`config.mk`:
```
export PLATFORM = sky130hd
export DESIGN_NAME = addsub_dual_flag
export DESIGN_NICKNAME = d
export VERILOG_FILES = /design/src/rtl/addsub_pkg.sv /design/src/rtl/lookahead_carry.sv /design/src/rtl/cla_group.sv /design/src/rtl/operand_prep.sv /design/src/rtl/addsub_dual_flag.sv
export SDC_FILE = /design/constraint.sdc
export NUM_CORES = 1
export LEC_CHECK = 0
export ABC_AREA = 1
export CAP_MARGIN = 10
export CORE_MARGIN = 1
export CORE_UTILIZATION = 51
export DETAILED_ROUTE_END_ITERATION = 10
export PLACE_DENSITY = 0.95
export SETUP_SLACK_MARGIN = 0.3
export SLEW_MARGIN = 20
export SYNTH_ARGS = -nofsm -noshare
export SYNTH_HDL_FRONTEND = slang
export SYNTH_HIERARCHICAL = 1
export SYNTH_SLANG_ARGS = --single-unit
```
`constraint.sdc`:
```
create_clock -name vclk -period 6.7
set_clock_uncertainty 0.1 [all_clocks]
set_input_delay 1.005 -clock vclk [all_inputs]
set_output_delay 1.005 -clock vclk [all_outputs]
set_load 0.005 [all_outputs]
```
`src/rtl/addsub_pkg.sv`:
```
`timescale 1ns/1ps
package addsub_pkg;

    localparam int unsigned GRP_W = 4;

    typedef enum logic {
        OP_ADD = 1'b0,
        OP_SUB = 1'b1
    } op_e;

    typedef struct packed {
        logic uflow;
        logic sovf;
    } flags_t;

    function automatic int unsigned grp_count(input int unsigned width);
        return (width + GRP_W - 1) / GRP_W;
    endfunction

endpackage

```
`src/rtl/lookahead_carry.sv`:
```
`timescale 1ns/1ps
// Flat lookahead: every carry is a sum of products of generate, propagate
// and the incoming carry, with no carry feeding another.
module lookahead_carry #(
    parameter int unsigned W = 4
) (
    input  logic [W-1:0] gen,
    input  logic [W-1:0] prop,
    input  logic         cin,
    output logic [W-1:0] carry,
    output logic         grp_gen,
    output logic         grp_prop
);

    always_comb begin : expand_blk
        logic acc;
        logic term;
        carry = '0;
        for (int k = 0; k < int'(W); k++) begin
            acc = cin;
            for (int m = 0; m < k; m++) acc = acc & prop[m];
            for (int j = 0; j < k; j++) begin
                term = gen[j];
                for (int m = j + 1; m < k; m++) term = term & prop[m];
                acc = acc | term;
            end
            carry[k] = acc;
        end
    end

    always_comb begin : group_blk
        logic acc;
        logic term;
        acc = 1'b0;
        for (int j = 0; j < int'(W); j++) begin
            term = gen[j];
            for (int m = j + 1; m < int'(W); m++) term = term & prop[m];
            acc = acc | term;
        end
        grp_gen  = acc;
        grp_prop = &prop;
    end

endmodule

```
`src/rtl/cla_group.sv`:
```
`timescale 1ns/1ps
module cla_group #(
    parameter int unsigned W = 4
) (
    input  logic [W-1:0] a,
    input  logic [W-1:0] b,
    input  logic         cin,
    output logic [W-1:0] sum,
    output logic         grp_gen,
    output logic         grp_prop
);

    logic [W-1:0] bit_gen;
    logic [W-1:0] bit_prop;
    logic [W-1:0] bit_carry;

    assign bit_gen  = a & b;
    assign bit_prop = a ^ b;

    lookahead_carry #(.W(W)) la_i (
        .gen      (bit_gen),
        .prop     (bit_prop),
        .cin      (cin),
        .carry    (bit_carry),
        .grp_gen  (grp_gen),
        .grp_prop (grp_prop)
    );

    assign sum = bit_prop ^ bit_carry;

endmodule

```
`src/rtl/operand_prep.sv`:
```
`timescale 1ns/1ps
// Inverts y for subtraction and widens both operands to a whole number of
// groups. Pad bits are x=1, y=0 so that they pass a carry straight through.
module operand_prep #(
    parameter int unsigned N  = 12,
    parameter int unsigned PW = 12
) (
    input  logic [N-1:0]  x,
    input  logic [N-1:0]  y,
    input  logic          sub_mode,
    output logic [PW-1:0] a_pad,
    output logic [PW-1:0] b_pad,
    output logic          b_msb
);

    logic [N-1:0] y_eff;

    assign y_eff = sub_mode ? ~y : y;

    generate
        if (PW > N) begin : g_pad
            assign a_pad = {{(PW-N){1'b1}}, x};
            assign b_pad = {{(PW-N){1'b0}}, y_eff};
        end else begin : g_exact
            assign a_pad = x;
            assign b_pad = y_eff;
        end
    endgenerate

    assign b_msb = y_eff[N-1];

endmodule

```
`src/rtl/addsub_dual_flag.sv`:
```
`timescale 1ns/1ps
module addsub_dual_flag
    import addsub_pkg::*;
#(
    parameter int unsigned N = 12
) (
    input  logic [N-1:0] x,
    input  logic [N-1:0] y,
    input  logic         sub_mode,
    output logic [N-1:0] sum,
    output logic         uflow,
    output logic         sovf
);

    localparam int unsigned NG = grp_count(N);
    localparam int unsigned PW = NG * GRP_W;

    typedef struct packed {
        logic [N-1:0] sum;
        flags_t       flags;
    } result_t;

    logic [PW-1:0] a_pad;
    logic [PW-1:0] b_pad;
    logic          b_msb;
    logic [PW-1:0] sum_pad;
    logic [NG-1:0] grp_g;
    logic [NG-1:0] grp_p;
    logic [NG-1:0] grp_cin;
    logic          all_g;
    logic          all_p;
    logic          cout;
    op_e           op;
    result_t       res_d;

    assign op = op_e'(sub_mode);

    operand_prep #(.N(N), .PW(PW)) prep_i (
        .x        (x),
        .y        (y),
        .sub_mode (sub_mode),
        .a_pad    (a_pad),
        .b_pad    (b_pad),
        .b_msb    (b_msb)
    );

    generate
        for (genvar k = 0; k < int'(NG); k++) begin : g_grp
            cla_group #(.W(GRP_W)) grp_i (
                .a        (a_pad[k*GRP_W +: GRP_W]),
                .b        (b_pad[k*GRP_W +: GRP_W]),
                .cin      (grp_cin[k]),
                .sum      (sum_pad[k*GRP_W +: GRP_W]),
                .grp_gen  (grp_g[k]),
                .grp_prop (grp_p[k])
            );
        end
    endgenerate

    // Second lookahead level: carry into each group from group terms.
    lookahead_carry #(.W(NG)) top_la_i (
        .gen      (grp_g),
        .prop     (grp_p),
        .cin      (sub_mode),
        .carry    (grp_cin),
        .grp_gen  (all_g),
        .grp_prop (all_p)
    );

    // Pad bits propagate, so the carry out of the padded word is the carry out of bit N-1.
    assign cout = all_g | (all_p & sub_mode);

    always_comb begin
        res_d.sum = sum_pad[N-1:0];
        // Carry into the sign bit is recovered as sum ^ propagate of that bit.
        res_d.flags.sovf  = cout ^ (sum_pad[N-1] ^ x[N-1] ^ b_msb);
        res_d.flags.uflow = (op == OP_SUB) ? ~cout : cout;
    end

    assign sum   = res_d.sum;
    assign uflow = res_d.flags.uflow;
    assign sovf  = res_d.flags.sovf;

endmodule

```
# Yosys cells after proc, flatten, opt, wreduce, memory -nomap -nowiden
# Index checks and enable logic that the tools add are counted.
# op_classes
mux	2
reduce_logical	4
n_bitwise	80
# ops
op	count
$and 1x1->1	33
$or 1x1->1	33
$xor 4x4->4	6
$and 4x4->4	3
$mux 12	1
$not 12->12	1
$reduce_and 12->1	1
$reduce_and 4->1	3
$xor 1x1->1	3
$mux 1	1
$not 1->1	1
# word_totals
wordCells	86
ff_bits	0
inputBits	25
output_inout_bits	14

# Logic depth before layout (Yosys ltp)
# logic_depth
ltp_word	22
ltp_mapped	24

# By module
# The synthesis kept the hierarchy.
# by_module_without_submodules
module	seq_area_each_um2	instances	area_per_inst_um2	cells_each
cla_group	0.0	3	125.1	24
lookahead_carry (g_grp[0].grp_i.la_i ...)	0.0	3	106.4	19
operand_prep	0.0	1	300.3	64
addsub_dual_flag	0.0	1	80.1	16
lookahead_carry (top_la_i)	0.0	1	63.8	12

# Least setup slack after synthesis
# OpenSTA, ideal clock, no wires.
# synth_timing
path_kind	input to output
start	input sub_mode
end	output sovf
stages	23
arrival_time_ns	2.910
n_path_buf	3
slack_ns	2.685
path_cell_list	buf_4 nand2_1 nand2_1 ha_1 nand2_2 inv_2 nand2_1 nand3_2 nand2_1 nand3_1 buf_4 nand4_1 nand4_1 buf_4 inv_1 nand2_1 nand2_1 inv_1 nand2_2 nand2_2 nand2_1 nand3_1 nand2_1
# synth_lines
item	line_no	source
start: declaration	addsub_dual_flag.sv:9	input logic sub_mode,
$mux 12 (*)	operand_prep.sv:18	assign y_eff = sub_mode ? ~y : y;
named net b_pad[2]	addsub_dual_flag.sv:24	logic [PW-1:0] b_pad;
$xor 4x4->4 (*)	cla_group.sv:18	assign bit_prop = a ^ b;
named net g_grp[0].grp_i.bit_prop[2]	cla_group.sv:14	logic [W-1:0] bit_prop;
$and 1x1->1 (2 in series)	lookahead_carry.sv:37	for (int m = j + 1; m < int'(W); m++) term = term & prop[m];
$or 1x1->1 (*) (3 in series)	lookahead_carry.sv:38	acc = acc | term;
named net grp_g[0]	addsub_dual_flag.sv:27	logic [NG-1:0] grp_g;
$and 1x1->1 (*)	lookahead_carry.sv:24	for (int m = j + 1; m < k; m++) term = term & prop[m];
$or 1x1->1 (*) (2 in series)	lookahead_carry.sv:25	acc = acc | term;
named net top_la_i.expand_blk.acc	lookahead_carry.sv:16	logic acc;
$and 1x1->1 (*) (3 in series)	lookahead_carry.sv:21	for (int m = 0; m < k; m++) acc = acc & prop[m];
$or 1x1->1 (*) (3 in series)	lookahead_carry.sv:25	
named net g_grp[2].grp_i.la_i.expand_blk.acc	lookahead_carry.sv:16	
$xor 4x4->4 (*)	cla_group.sv:29	assign sum = bit_prop ^ bit_carry;
named net sum[11]	addsub_dual_flag.sv:10	output logic [N-1:0] sum,
$xor 1x1->1 (*) (3 in series)	addsub_dual_flag.sv:76	res_d.flags.sovf = cout ^ (sum_pad[N-1] ^ x[N-1] ^ b_msb);
end: declaration	addsub_dual_flag.sv:12	output logic sovf
# Mark *: on every way through the listed nets, which the timed path passes. The rest lies on a longest branch.

# Worst setup path after layout
# layout_timing
start	input sub_mode
end	output sovf
# layout_lines
item	line_no	source
$mux 12 (*)	operand_prep.sv:18	
named net b_pad[6]	addsub_dual_flag.sv:24	
$xor 4x4->4 (*)	cla_group.sv:18	
named net g_grp[1].grp_i.bit_prop[2]	cla_group.sv:14	
$reduce_and 4->1 (*)	lookahead_carry.sv:41	grp_prop = &prop;
named net grp_p[1]	addsub_dual_flag.sv:28	logic [NG-1:0] grp_p;
$and 1x1->1, on equally long branches	lookahead_carry.sv:21, lookahead_carry.sv:24	
$or 1x1->1 (*) (2 in series)	lookahead_carry.sv:25	
named net grp_cin[2]	addsub_dual_flag.sv:29	logic [NG-1:0] grp_cin;
$and 1x1->1 (*) (3 in series)	lookahead_carry.sv:21	
$or 1x1->1 (*) (3 in series)	lookahead_carry.sv:25	
named net g_grp[2].grp_i.bit_carry[3]	cla_group.sv:15	logic [W-1:0] bit_carry;
$xor 4x4->4 (*)	cla_group.sv:29	
$xor 1x1->1 (*) (3 in series)	addsub_dual_flag.sv:76	
# Marks and branches as above.

==> results.json <==
{
  "die_area_um2": 2430,
  "syn_area_per_cell_um2": 5.15,
  "synth_compound_area_share_pct": 5.05,
  "final_util_pct": 68.9,
  "finalCritPeriodShare_pct": 79.1,
  "timing.hold.ws_ns": 3.11,
  "vias_per_cell": 4.58,
  "layout-drive-gt1-share_pct": 8.40,
  "grt_overflow": 0,
  "fp.dieW_um": 49.3,
  "min-delay-start": "x[11]",
  "start_util_pct": 56.3,
  "grt_max_degree": 13,
  "worst_setup_path_start_kind": "primary input",
  "cts_hold_buf": 0,
  "clkbuf_count": 0,
  "final_area_um2": 1390,
  "postRouteWirelength_mm": 2.34,
  "setup_slack_ns": 1.40,
  "timing.final.crit_period_ns": 5.30,
  "placed_cells": 265,
  "ys_types": 17,
  "slew-limit-headroom_pct": 76.0,
  "p_leak_nw": 0.874,
  "syn_inst": 221,
  "min_to": "sovf",
  "dpl.hpwl_mm": 1.98,
  "drc": 0,
  "seq_area_frac_synth_pct": 0,
  "yosys_warnings": 6,
  "areaGrowthSynthToFinish_pct": 22.4,
  "cap_violations": 0,
  "n_antenna_cell": 0,
  "critPathCaptureType": "primary output",
  "ioPinCount": 39,
  "status": "complete, no violations",
  "required_ns": 5.59,
  "most-common-layout-cells": "nand2_1 (93), inv_1 (48), clkdlybuf4s50_1 (39)",
  "p_total_mw": 0.150,
  "hp-class": "primary input to primary output",
  "synth-simple-area-share_pct": 48.4,
  "post-cts-setup-buffers": 0,
  "drt_iter0_drc": 16,
  "finalSetupViolCount": 0,
  "synth_top_family_by_area": "simple AND/OR/NAND/NOR gates",
  "final-instance-count-excl-fill": 265,
  "die_h_um": 49.3,
  "grt_usage_pct": 19.8,
  "rows": 16,
  "cts_resized": 0,
  "dpl_worst_slack_ns": 1.39,
  "dpl_cell_area_um2": 1390,
  "place.port_buffers": 39,
  "crit_type": "primary input to primary output",
  "regArea_um2": 0,
  "synth_xor_area_share_pct": 0.769,
  "hold_depth": 6,
  "final_max_slew_viol_count": 0,
  "synth_mux_area_share_pct": 0,
  "vias": 1215,
  "antenna_found_initial": 0,
  "rsz0062_at_grt": "no",
  "mostFrequentLayoutCell": "nand2_1",
  "tns_ns": 0,
  "antenna_left": 0,
  "hold_viol": 0,
  "synth_fp_nets": 258,
  "first_pass_iters": 4,
  "synth_area_um2": 1140,
  "ir_drop_v": 0.0000647,
  "synth-adder-area-share_pct": 13.2,
  "nets": 277,
  "critPathMaxFanout": 12,
  "timing.fmax_ghz": 0.189,
  "grt_pass1_vias": 1047,
  "globalplace.congestion": 0.830,
  "seq_cells": 0,
  "worstPathArrival_ns": 4.20,
  "cellPowerDensity_nw_per_um2": 107,
  "wire_per_inst_um": 8.82,
  "worst_pin_slew_ns": 0.359,
  "core_area_um2": 2020,
  "grt_pass1_wl_mm": 4.04
}
## cells in the mapped netlist
| cell type | n | area share (%) |
|---|---|---|
| a21o_1 | 1 | 0.66 |
| a21o_2 | 3 | 2.3 |
| a21oi_1 | 3 | 1.3 |
| a21oi_2 | 1 | 0.77 |
| and3_1 | 1 | 0.55 |
| buf_4 | 22 | 15 |
| buf_6 | 1 | 0.99 |
| ha_1 | 12 | 13 |
| inv_1 | 48 | 16 |
| inv_2 | 4 | 1.3 |
| nand2_1 | 93 | 31 |
| nand2_2 | 5 | 2.7 |
| nand3_1 | 11 | 4.8 |
| nand3_2 | 6 | 5.3 |
| nand4_1 | 6 | 3.3 |
| nor2_1 | 3 | 0.99 |
| xor2_1 | 1 | 0.77 |
## layout make-up
cell class / instances / area (µm²)
Inverter: 52 / 195
Timing Repair Buffer: 40 / 398
Tap cell: 27 / 33.8
Fill cell: 192 / 628
Multi-Input combinational cell: 146 / 767
## cells by family after synthesis
kind of cell               count (synthesis)
and+or+nand+nor                          125
buffers and inverters                     75
adders and majority gates                 12
AOI/OAI and AO/OA                          8
xor gates and xnor gates                   1
## metal layers
layer,GRT usage [%],wire length [µm]
met5,0,0
met4,0.490,0
met3,0.312,78
met2,37.9,1140
met1,25.5,1110
## worst max-delay path, stage by stage
cell and delay (ns):
clkdlybuf4s50_1 0.68, inv_2 0.18, nand2_1 0.09, nand2_1 0.06, ha_1 0.37, nand2_2 0.09
nor2_1 0.22, nand3_1 0.10, nand3_1 0.14, nand4_1 0.11, nand4_1 0.10, inv_1 0.05
nand2_1 0.05, nand2_1 0.08, nand2_1 0.12, nand2_2 0.07, nand2_1 0.05, nand3_1 0.07
nand2_1 0.07, clkdlybuf4s50_1 0.48
## worst max-delay path by stage
| stage | from | endpoint | cells past startpoint | slack, ns |
|---|---|---|---|---|
| after floorplan | sub_mode | sovf | 23 | 2.69 |
| after global placement | sub_mode | sovf | 20 | 1.47 |
| after detailed placement | sub_mode | sovf | 20 | 1.39 |
| after CTS | sub_mode | sovf | 20 | 1.38 |
| after global routing | sub_mode | sovf | 20 | 1.01 |
| final | sub_mode | sovf | 20 | 1.40 |
## power breakdown
group | internal [mW] | switching, mW | total, mW
logic | 0.0777 | 0.0719 | 0.150
clock network | 0 | 0 | 0
registers | 0 | 0 | 0
total | 0.0777 | 0.0719 | 0.150
(Power assumes the default switching activity.)
